File: config.mk
export PLATFORM = sky130hd
export DESIGN_NAME = stream_err_recover
export DESIGN_NICKNAME = d
export VERILOG_FILES = /design/src/rtl/err_rec_pkg.sv /design/src/rtl/err_rec_counter.sv /design/src/rtl/err_rec_fsm.sv /design/src/rtl/err_rec_path.sv /design/src/rtl/stream_err_recover.sv
export SDC_FILE = /design/constraint.sdc
export NUM_CORES = 1
export LEC_CHECK = 0
export ABC_AREA = 1
export BUFFER_PORTS_ARGS = -buffer_cell sky130_fd_sc_hd__buf_4
export CAP_MARGIN = 40
export CORE_MARGIN = 4
export CORE_UTILIZATION = 30
export CTS_CLUSTER_DIAMETER = 40
export CTS_CLUSTER_SIZE = 40
export DETAILED_ROUTE_END_ITERATION = 7
export GPL_TIMING_DRIVEN = 0
export PLACE_DENSITY_LB_ADDON = 0.3
export SYNTH_ARGS = -nofsm -noshare
export SYNTH_HDL_FRONTEND = slang
export SYNTH_SLANG_ARGS = --single-unit
File: constraint.sdc
create_clock -name clk -period 1.6 [get_ports clk]
set_input_delay 0.32 -clock clk [delete_from_list [all_inputs] [get_ports clk]]
set_output_delay 0.32 -clock clk [all_outputs]
set_load 0.02 [all_outputs]
File: src/rtl/err_rec_pkg.sv
// Shared types for the stream error recovery controller.
// Assumes a 3-bit engine status in which one code marks a stream fault.
package err_rec_pkg;
    localparam int STATUS_W = 3;
    localparam logic [STATUS_W-1:0] STATUS_FAULT = 3'b100;

    typedef enum logic [1:0] {
        ST_PASS  = 2'd0,
        ST_FLUSH = 2'd1,
        ST_RESET = 2'd2,
        ST_WAIT  = 2'd3
    } rec_state_e;
endpackage

File: src/rtl/err_rec_counter.sv
// Run-length counter: counts 'step' cycles up to LIMIT and flags the last one.
// Assumes 'clear' has priority over 'step'; wraps to zero on the terminal step.
module err_rec_counter #(
    parameter int LIMIT = 16
) (
    input  logic clk,
    input  logic rst_n,
    input  logic clear,
    input  logic step,
    output logic done
);
    localparam int CW = $clog2(LIMIT + 1);
    localparam logic [CW-1:0] LAST = CW'(LIMIT - 1);

    logic [CW-1:0] cnt;

    // Terminal step: this step reaches the limit.
    always_comb done = step && !clear && (cnt == LAST);

    // Count steps, restart on clear or after the terminal step.
    always_ff @(posedge clk) begin
        if (!rst_n)        cnt <= '0;
        else if (clear)    cnt <= '0;
        else if (done)     cnt <= '0;
        else if (step)     cnt <= cnt + 1'b1;
    end
endmodule

File: src/rtl/err_rec_fsm.sv
// Recovery sequencer: pass-through, flush, engine reset, wait for status clear.
// Assumes counters report their terminal step combinationally via *_done.
module err_rec_fsm
    import err_rec_pkg::*;
(
    input  logic       clk,
    input  logic       rst_n,
    input  logic       status_fault,
    input  logic       src_valid,
    input  logic       quiet_done,
    input  logic       hold_done,
    input  logic       wait_done,
    output rec_state_e state,
    output logic       quiet_clr,
    output logic       quiet_step,
    output logic       hold_clr,
    output logic       hold_step,
    output logic       wait_clr,
    output logic       wait_step
);
    rec_state_e state_nxt;

    // Counter controls derived from the current state.
    always_comb begin
        quiet_step = (state == ST_FLUSH) && !src_valid;
        quiet_clr  = (state != ST_FLUSH) || src_valid;
        hold_step  = (state == ST_RESET);
        hold_clr   = (state != ST_RESET);
        wait_step  = (state == ST_WAIT) && status_fault;
        wait_clr   = (state != ST_WAIT);
    end

    // Next-state selection.
    always_comb begin
        state_nxt = state;
        unique case (state)
            ST_PASS:  if (status_fault) state_nxt = ST_FLUSH;
            ST_FLUSH: if (quiet_done)   state_nxt = ST_RESET;
            ST_RESET: if (hold_done)    state_nxt = ST_WAIT;
            ST_WAIT: begin
                if (!status_fault)      state_nxt = ST_PASS;
                else if (wait_done)     state_nxt = ST_RESET;
            end
            default:                    state_nxt = ST_PASS;
        endcase
    end

    // State register with synchronous reset.
    always_ff @(posedge clk) begin
        if (!rst_n) state <= ST_PASS;
        else        state <= state_nxt;
    end
endmodule

File: src/rtl/err_rec_path.sv
// Handshake steering: forwards the stream in pass-through, swallows it in flush,
// stalls the source otherwise. Purely combinational, adds no latency.
module err_rec_path
    import err_rec_pkg::*;
#(
    parameter int DATA_W = 8
) (
    input  rec_state_e        state,
    input  logic              src_valid,
    input  logic [DATA_W-1:0] src_data,
    input  logic              eng_ready,
    output logic              src_ready,
    output logic              eng_valid,
    output logic [DATA_W-1:0] eng_data
);
    logic pass;

    // Select pass-through, substitute ready, or stall.
    always_comb begin
        pass      = (state == ST_PASS);
        src_ready = pass ? eng_ready : (state == ST_FLUSH);
        eng_valid = pass && src_valid;
        eng_data  = pass ? src_data : '0;
    end
endmodule

File: src/rtl/stream_err_recover.sv
// Top: watches engine status, drains a faulted stream, resets the engine,
// and returns to pass-through. Assumes engine status is synchronous to clk.
module stream_err_recover
    import err_rec_pkg::*;
#(
    parameter int DATA_W        = 8,
    parameter int QUIET_CYCLES  = 16,
    parameter int RESET_CYCLES  = 4,
    parameter int CLEAR_TIMEOUT = 64
) (
    input  logic                clk,
    input  logic                rst_n,
    input  logic                src_valid,
    input  logic [DATA_W-1:0]   src_data,
    output logic                src_ready,
    output logic                eng_valid,
    output logic [DATA_W-1:0]   eng_data,
    input  logic                eng_ready,
    input  logic [STATUS_W-1:0] eng_status,
    output logic                eng_reset,
    output logic                recovering
);
    rec_state_e state;
    logic status_fault;
    logic quiet_clr, quiet_step, quiet_done;
    logic hold_clr, hold_step, hold_done;
    logic wait_clr, wait_step, wait_done;

    // Fault decode and state-derived outputs.
    always_comb begin
        status_fault = (eng_status == STATUS_FAULT);
        eng_reset    = (state == ST_RESET);
        recovering   = (state != ST_PASS);
    end

    err_rec_fsm u_fsm (
        .clk(clk), .rst_n(rst_n), .status_fault(status_fault), .src_valid(src_valid),
        .quiet_done(quiet_done), .hold_done(hold_done), .wait_done(wait_done),
        .state(state), .quiet_clr(quiet_clr), .quiet_step(quiet_step),
        .hold_clr(hold_clr), .hold_step(hold_step),
        .wait_clr(wait_clr), .wait_step(wait_step)
    );

    err_rec_counter #(.LIMIT(QUIET_CYCLES)) u_quiet (
        .clk(clk), .rst_n(rst_n), .clear(quiet_clr), .step(quiet_step), .done(quiet_done)
    );

    err_rec_counter #(.LIMIT(RESET_CYCLES)) u_hold (
        .clk(clk), .rst_n(rst_n), .clear(hold_clr), .step(hold_step), .done(hold_done)
    );

    err_rec_counter #(.LIMIT(CLEAR_TIMEOUT)) u_wait (
        .clk(clk), .rst_n(rst_n), .clear(wait_clr), .step(wait_step), .done(wait_done)
    );

    err_rec_path #(.DATA_W(DATA_W)) u_path (
        .state(state), .src_valid(src_valid), .src_data(src_data), .eng_ready(eng_ready),
        .src_ready(src_ready), .eng_valid(eng_valid), .eng_data(eng_data)
    );
endmodule

* Word-level counts from Yosys, hierarchy flattened
Cells that the tools add are included. Widths: inputs -> output; s select.
Word-level totals: bits in registers 17, logic and storage cells 50
Cells by class: muxes and demuxes 8, reductions and logical operators 20, add/subtract/negate cells 3, bitwise operators 1, equality and inequality tests 14
Operators by type and width (number):
- $mux 2 | 5
- $ne 2x2->1 const B | 5
- $logic_and 1x1->1 | 9
- $reduce_or 3->1 | 3
- $mux 8 | 1
- $pmux 2 s4 | 1
- $add 7x1->7 const B | 1
- $eq 7x6->1 const B | 1
- $add 5x1->5 const B | 1
- $eq 5x4->1 const B | 1
- $eq 2x2->1 const B | 2
- $logic_not 1->1 | 4
- $reduce_and 4->1 | 1
- $add 3x1->3 const B | 1
- $eq 3x2->1 const B | 1
- $eq 3x3->1 const B | 1
- $ne 3x3->1 const B | 1
- $eq 2x1->1 const B | 1
- $logic_not 2->1 | 1
- $ne 2x1->1 const B | 1
- $reduce_bool 2->1 | 1
- $logic_or 1x1->1 | 1
- $mux 1 | 1
- $not 1->1 | 1

* Longest topological paths before layout
depth after elaboration 7, mapped depth 11

* By module
From an unflattened synthesis, not the netlist that was laid out.
Second synthesis, totals: cell total of the unflattened synthesis 169, area, all modules 1054.8 um^2
Modules (own cells, without submodules):
- err_rec_counter (u_wait) | sequential area each 140.1 um^2, area an instance 355.3 um^2, instances 1, cells each 50
- err_rec_counter (u_quiet) | sequential area each 100.1 um^2, area an instance 249.0 um^2, instances 1, cells each 33
- err_rec_counter (u_hold) | sequential area each 60.1 um^2, area an instance 175.2 um^2, instances 1, cells each 27
- err_rec_fsm | sequential area each 40.0 um^2, area an instance 156.4 um^2, instances 1, cells each 30
- err_rec_path | sequential area each 0.0 um^2, area an instance 93.8 um^2, instances 1, cells each 23
- stream_err_recover | sequential area each 0.0 um^2, area an instance 25.0 um^2, instances 1, cells each 6

* Worst setup path after synthesis
Ideal clock, no wire load.
path type reg2reg, start point register u_quiet.cnt[0], end point register u_fsm.state[0], slack 297 ps, data required time 1481 ps, period minus slack after synthesis 1303 ps, arrival time 1184 ps, buffers on the path 0, setup time 119 ps, cell stages (with the launch flop) 12, cells stage by stage dfxtp_1 ha_1 nand2_1 nor2_1 ha_1 inv_1 nor2_1 nor2_1 nor2_1 nand3_1 nand2_1 nor2_1
Between the ends: word-level cells in the longest chain between the ends 4
Ends and longest elaborated chain:
- start, declared | RTL line err_rec_counter.sv:15 | logic [CW-1:0] cnt;
- start signal, assigned | RTL line err_rec_counter.sv:25 | else if (step) cnt <= cnt + 1'b1;
- $eq 5x4->1 | RTL line err_rec_counter.sv:18 | always_comb done = step && !clear && (cnt == LAST);
- $logic_and 1x1->1 | RTL line err_rec_counter.sv:18
- $ne 2x2->1 (no source line)
- $reduce_and 4->1 (no source line)
- end signal, assigned | RTL line err_rec_fsm.sv:51 | else state <= state_nxt;
- end, declared | RTL line err_rec_fsm.sv:13 | output rec_state_e state,
No other way between the ends. A chain may end at the register's enable or synchronous reset.

* Worst setup path after layout
start point register u_fsm.state[1], end point output port eng_data[0]
Between the ends: word-level cells in the longest chain between the ends 2
Ends and longest elaborated chain:
- $logic_not 2->1 | RTL line err_rec_path.sv:20 | pass = (state == ST_PASS);
- $mux 8 | RTL line err_rec_path.sv:23 | eng_data = pass ? src_data : '0;
- end, declared | RTL line stream_err_recover.sv:17 | output logic [DATA_W-1:0] eng_data,
No other way between the ends.

==> metrics.csv <==
stage;metric;value;unit
route;postRouteAntennaNets;0;
floorplan;die_x;63.3;um
timing;rsz0062_at_grt;no;
floorplan;core_area;0.00283;mm2
yosys;netlist_top_cells_count;31 x nor2_1, 28 x nand2_1, 26 x inv_1;
timing;tightest_slew;0.271;ns
pwr;peakVddDrop;0.581;mV
finish;antenna_cells;0;
timing;fin_setup_tns;0;ns
critical_path;endpoint_kind;output pin;
critical_path;crit_type;flip-flop to output pin;
route;drt_iter0_markers;4;
timing;period_share;94.2;%
clocking;numCtsBuffers;3;
floorplan;fp-row-count;19;
global_routing;grt_max_degree;11;
clocking;numClockSinks;17;
pwr;power.density;882;mW/mm2
yosys;synth_cell_types;21;
global_routing;grt-ovfl-total;0;
floorplan;ios;27;
floorplan;dieArea;0.00400;mm2
clocking;path_clk_slew;0.10;ns
route;drt-wirelength-per-cell;9.00;um
finish;syn2layout_area_growth;29.1;%
critical_path;r2r_cells;11;
pwr;power_leakage;0.599;nW
yosys;synth_flop_cell;dfxtp_1;
clocking;cts_tree;built;
critical_path;arrival;1.19;ns
route;vias;871;
timing;final.setup.worst_slack;0.0923;ns
route;detail_route.vias_per_cell;4.44;
critical_path;cp_max_fo;10;
yosys;yosys_warnings;0;
critical_path;crit_required;1.28;ns
floorplan;die_h;63.3;um
route;drc;0;
placed_design;portBuffers;26;
yosys;synthesis.area;916;um2
global_routing;grt_pass1_wl;3230;um
global_routing;grt_pass1_vias;777;
yosys;ys_seq_area_share;37.2;%
placed_design;dpl_worst_slack;0.189;ns
clocking;cts.htree.levels;1;
critical_path;r2r-start;u_quiet.cnt[0];
placed_design;dpl.hpwl;1460;um
yosys;yosysTopAreaCellShare;37.2;%
yosys;synth.ff_latch_count;17;
global_routing;grt_use_total;9.93;%
clocking;clock_path_buffers;2;
min_path;hold_depth;3;
flow_run;maxCapViolations;0;
critical_path;rrSetupSlack;0.21;ns
finish;fillCellCount;301;
yosys;async_reset_ff_share;0;%
yosys;synthesis.nets;155;
outcome;status;complete, no violations;
timing;hold_violations;0;
critical_path;crit_end;eng_data[0];
clocking;clk_latency;0.29;ns
placed_design;gp_congestion;0.801;
route;drt-total-wl;1760;um
finish;drive_above_1_share;24.2;%
timing;setup_violations;0;
yosys;synth_edf_count;0;
finish;nNetsFinal;186;
timing;maxSlewViolCount;0;
critical_path;setup.worst_path.start_class;flip-flop;
critical_path;cp-startpoint;u_fsm.state[1];
yosys;yosysMostFrequentCell;nor2_1;
yosys;syn-instance-count;135;
yosys;yosys.area.top_type;dfxtp_1;
route;firstDrtPassIters;4;
critical_path;timing.rr.end;u_fsm.state[0];
yosys;synth_area_leaders;dfxtp_1 37%, nor2_1 13%, nand2_1 11%, inv_1 11%, ha_1 6.8%;
global_routing;antenna_found_initial;0;
floorplan;start_util;32.4;%
timing;finalCriticalPeriod;1.51;ns
timing;skew;0.00136;ns
clocking;root_buffer;clkbuf_4;
timing;slew_headroom;81.9;%
yosys;avgSynthCellArea;6.78;um2
min_path;hp-class;primary input to flip-flop;
timing;max_freq;663;MHz
worst max-delay path: stages, from the launching register on:
cell and delay (ns):
dfxtp_1 0.38, nor2_2 0.13, inv_2 0.10, nor2_1 0.13, buf_4 0.16
registers in the layout, indices dropped and copies added (netlist names):
register / count
u_fsm.state: 2
u_hold.cnt: 3
u_quiet.cnt: 5
u_wait.cnt: 7
worst min-delay path by stage:
stage                             start              to
final                             rst_n   u_hold.cnt[0]
after global routing              rst_n  u_fsm.state[1]
after CTS                         rst_n   u_hold.cnt[0]
after detailed placement  u_hold.cnt[0]   u_hold.cnt[0]
after global placement    u_hold.cnt[0]   u_hold.cnt[0]
after floorplan           u_hold.cnt[0]   u_hold.cnt[0]
through the flow:
stage	power, W	std cells	instance area, um2	hold WS (ns)	util [%]
after floorplan	0.000666	135	916	0.397	-
after global placement	0.000817	192	1150	0.409	40.6
after detailed placement	0.000822	192	1150	0.412	40.6
after CTS	0.00106	196	1180	0.296	41.7
after global routing	0.00111	196	1180	0.302	41.8
final	0.00104	196	1180	0.305	41.8
routing by layer:
layer / up-vias / global-route usage [%] / share of wire [%]
li1: 472 / - / -
met1: 370 / 11.8 / 45
met2: 24 / 15.4 / 43
met3: 5 / 3.55 / 9.2
met4: 0 / 5.66 / 2.3
met5: - / 0 / 0
area by class of cell:
type	count	area, um2	share of cell area, %
clock buffers	4	26.3	2.22
inverters	27	101	8.57
multi-input cells	91	477	40.3
flip-flops and latches	17	344	29.1
well taps	31	38.8	3.28
repair buffers	26	195	16.5
layout by cell type, fill, tap and decap left out:
| master | n |
|---|---|
| nand3b_1 | 1 |
| buf_4 | 26 |
| nand3_1 | 4 |
| nor2_2 | 1 |
| nor2_8 | 1 |
| inv_2 | 1 |
| inv_1 | 26 |
| nor2_1 | 30 |
| nor3b_1 | 1 |
| dfxtp_1 | 14 |
| clkbuf_1 | 1 |
| ha_1 | 5 |
| o21ai_1 | 1 |
| nand2_1 | 28 |
| nand2_4 | 1 |
| o21ai_0 | 3 |
| dfxtp_2 | 3 |
| nor3_1 | 2 |
| nand3_2 | 1 |
| xor2_1 | 2 |
| nand4_1 | 1 |
| nand2_2 | 1 |
| nand4_2 | 1 |
| o21bai_2 | 1 |
| clkbuf_4 | 3 |
| a21oi_1 | 6 |
cells by family (layout without fill, tap and decap cells):
logic type / count (synthesis) / in the layout / share of synthesized area (%)
adder cells (fa/ha/maj): 5 / 5 / 6.83
XOR/XNOR: 2 / 2 / 1.91
buffers and inverters: 27 / 57 / 11.1
flip-flops: 17 / 17 / 37.2
AND/OR/NAND/NOR: 73 / 73 / 36.3
AO/OA/AOI/OAI: 11 / 11 / 6.69
report_power, final:
part	leakage, nW	internal [W]	total (W)	switching [W]
clock network	0.0150	0.0000970	0.000230	0.000133
registers	0.139	0.000438	0.000458	0.0000200
logic	0.445	0.000145	0.000355	0.000210
timing repair:
item                                    4_1_cts  5_1_grt
endpoints found under the setup margin        1        5
resized for setup                             1        3
hold buffers                                  0        0
gates cloned                                  0        0
pin swaps                                     0        0
buffers inserted                              0        0
No activity file was read; power rests on OpenSTA's default activity.
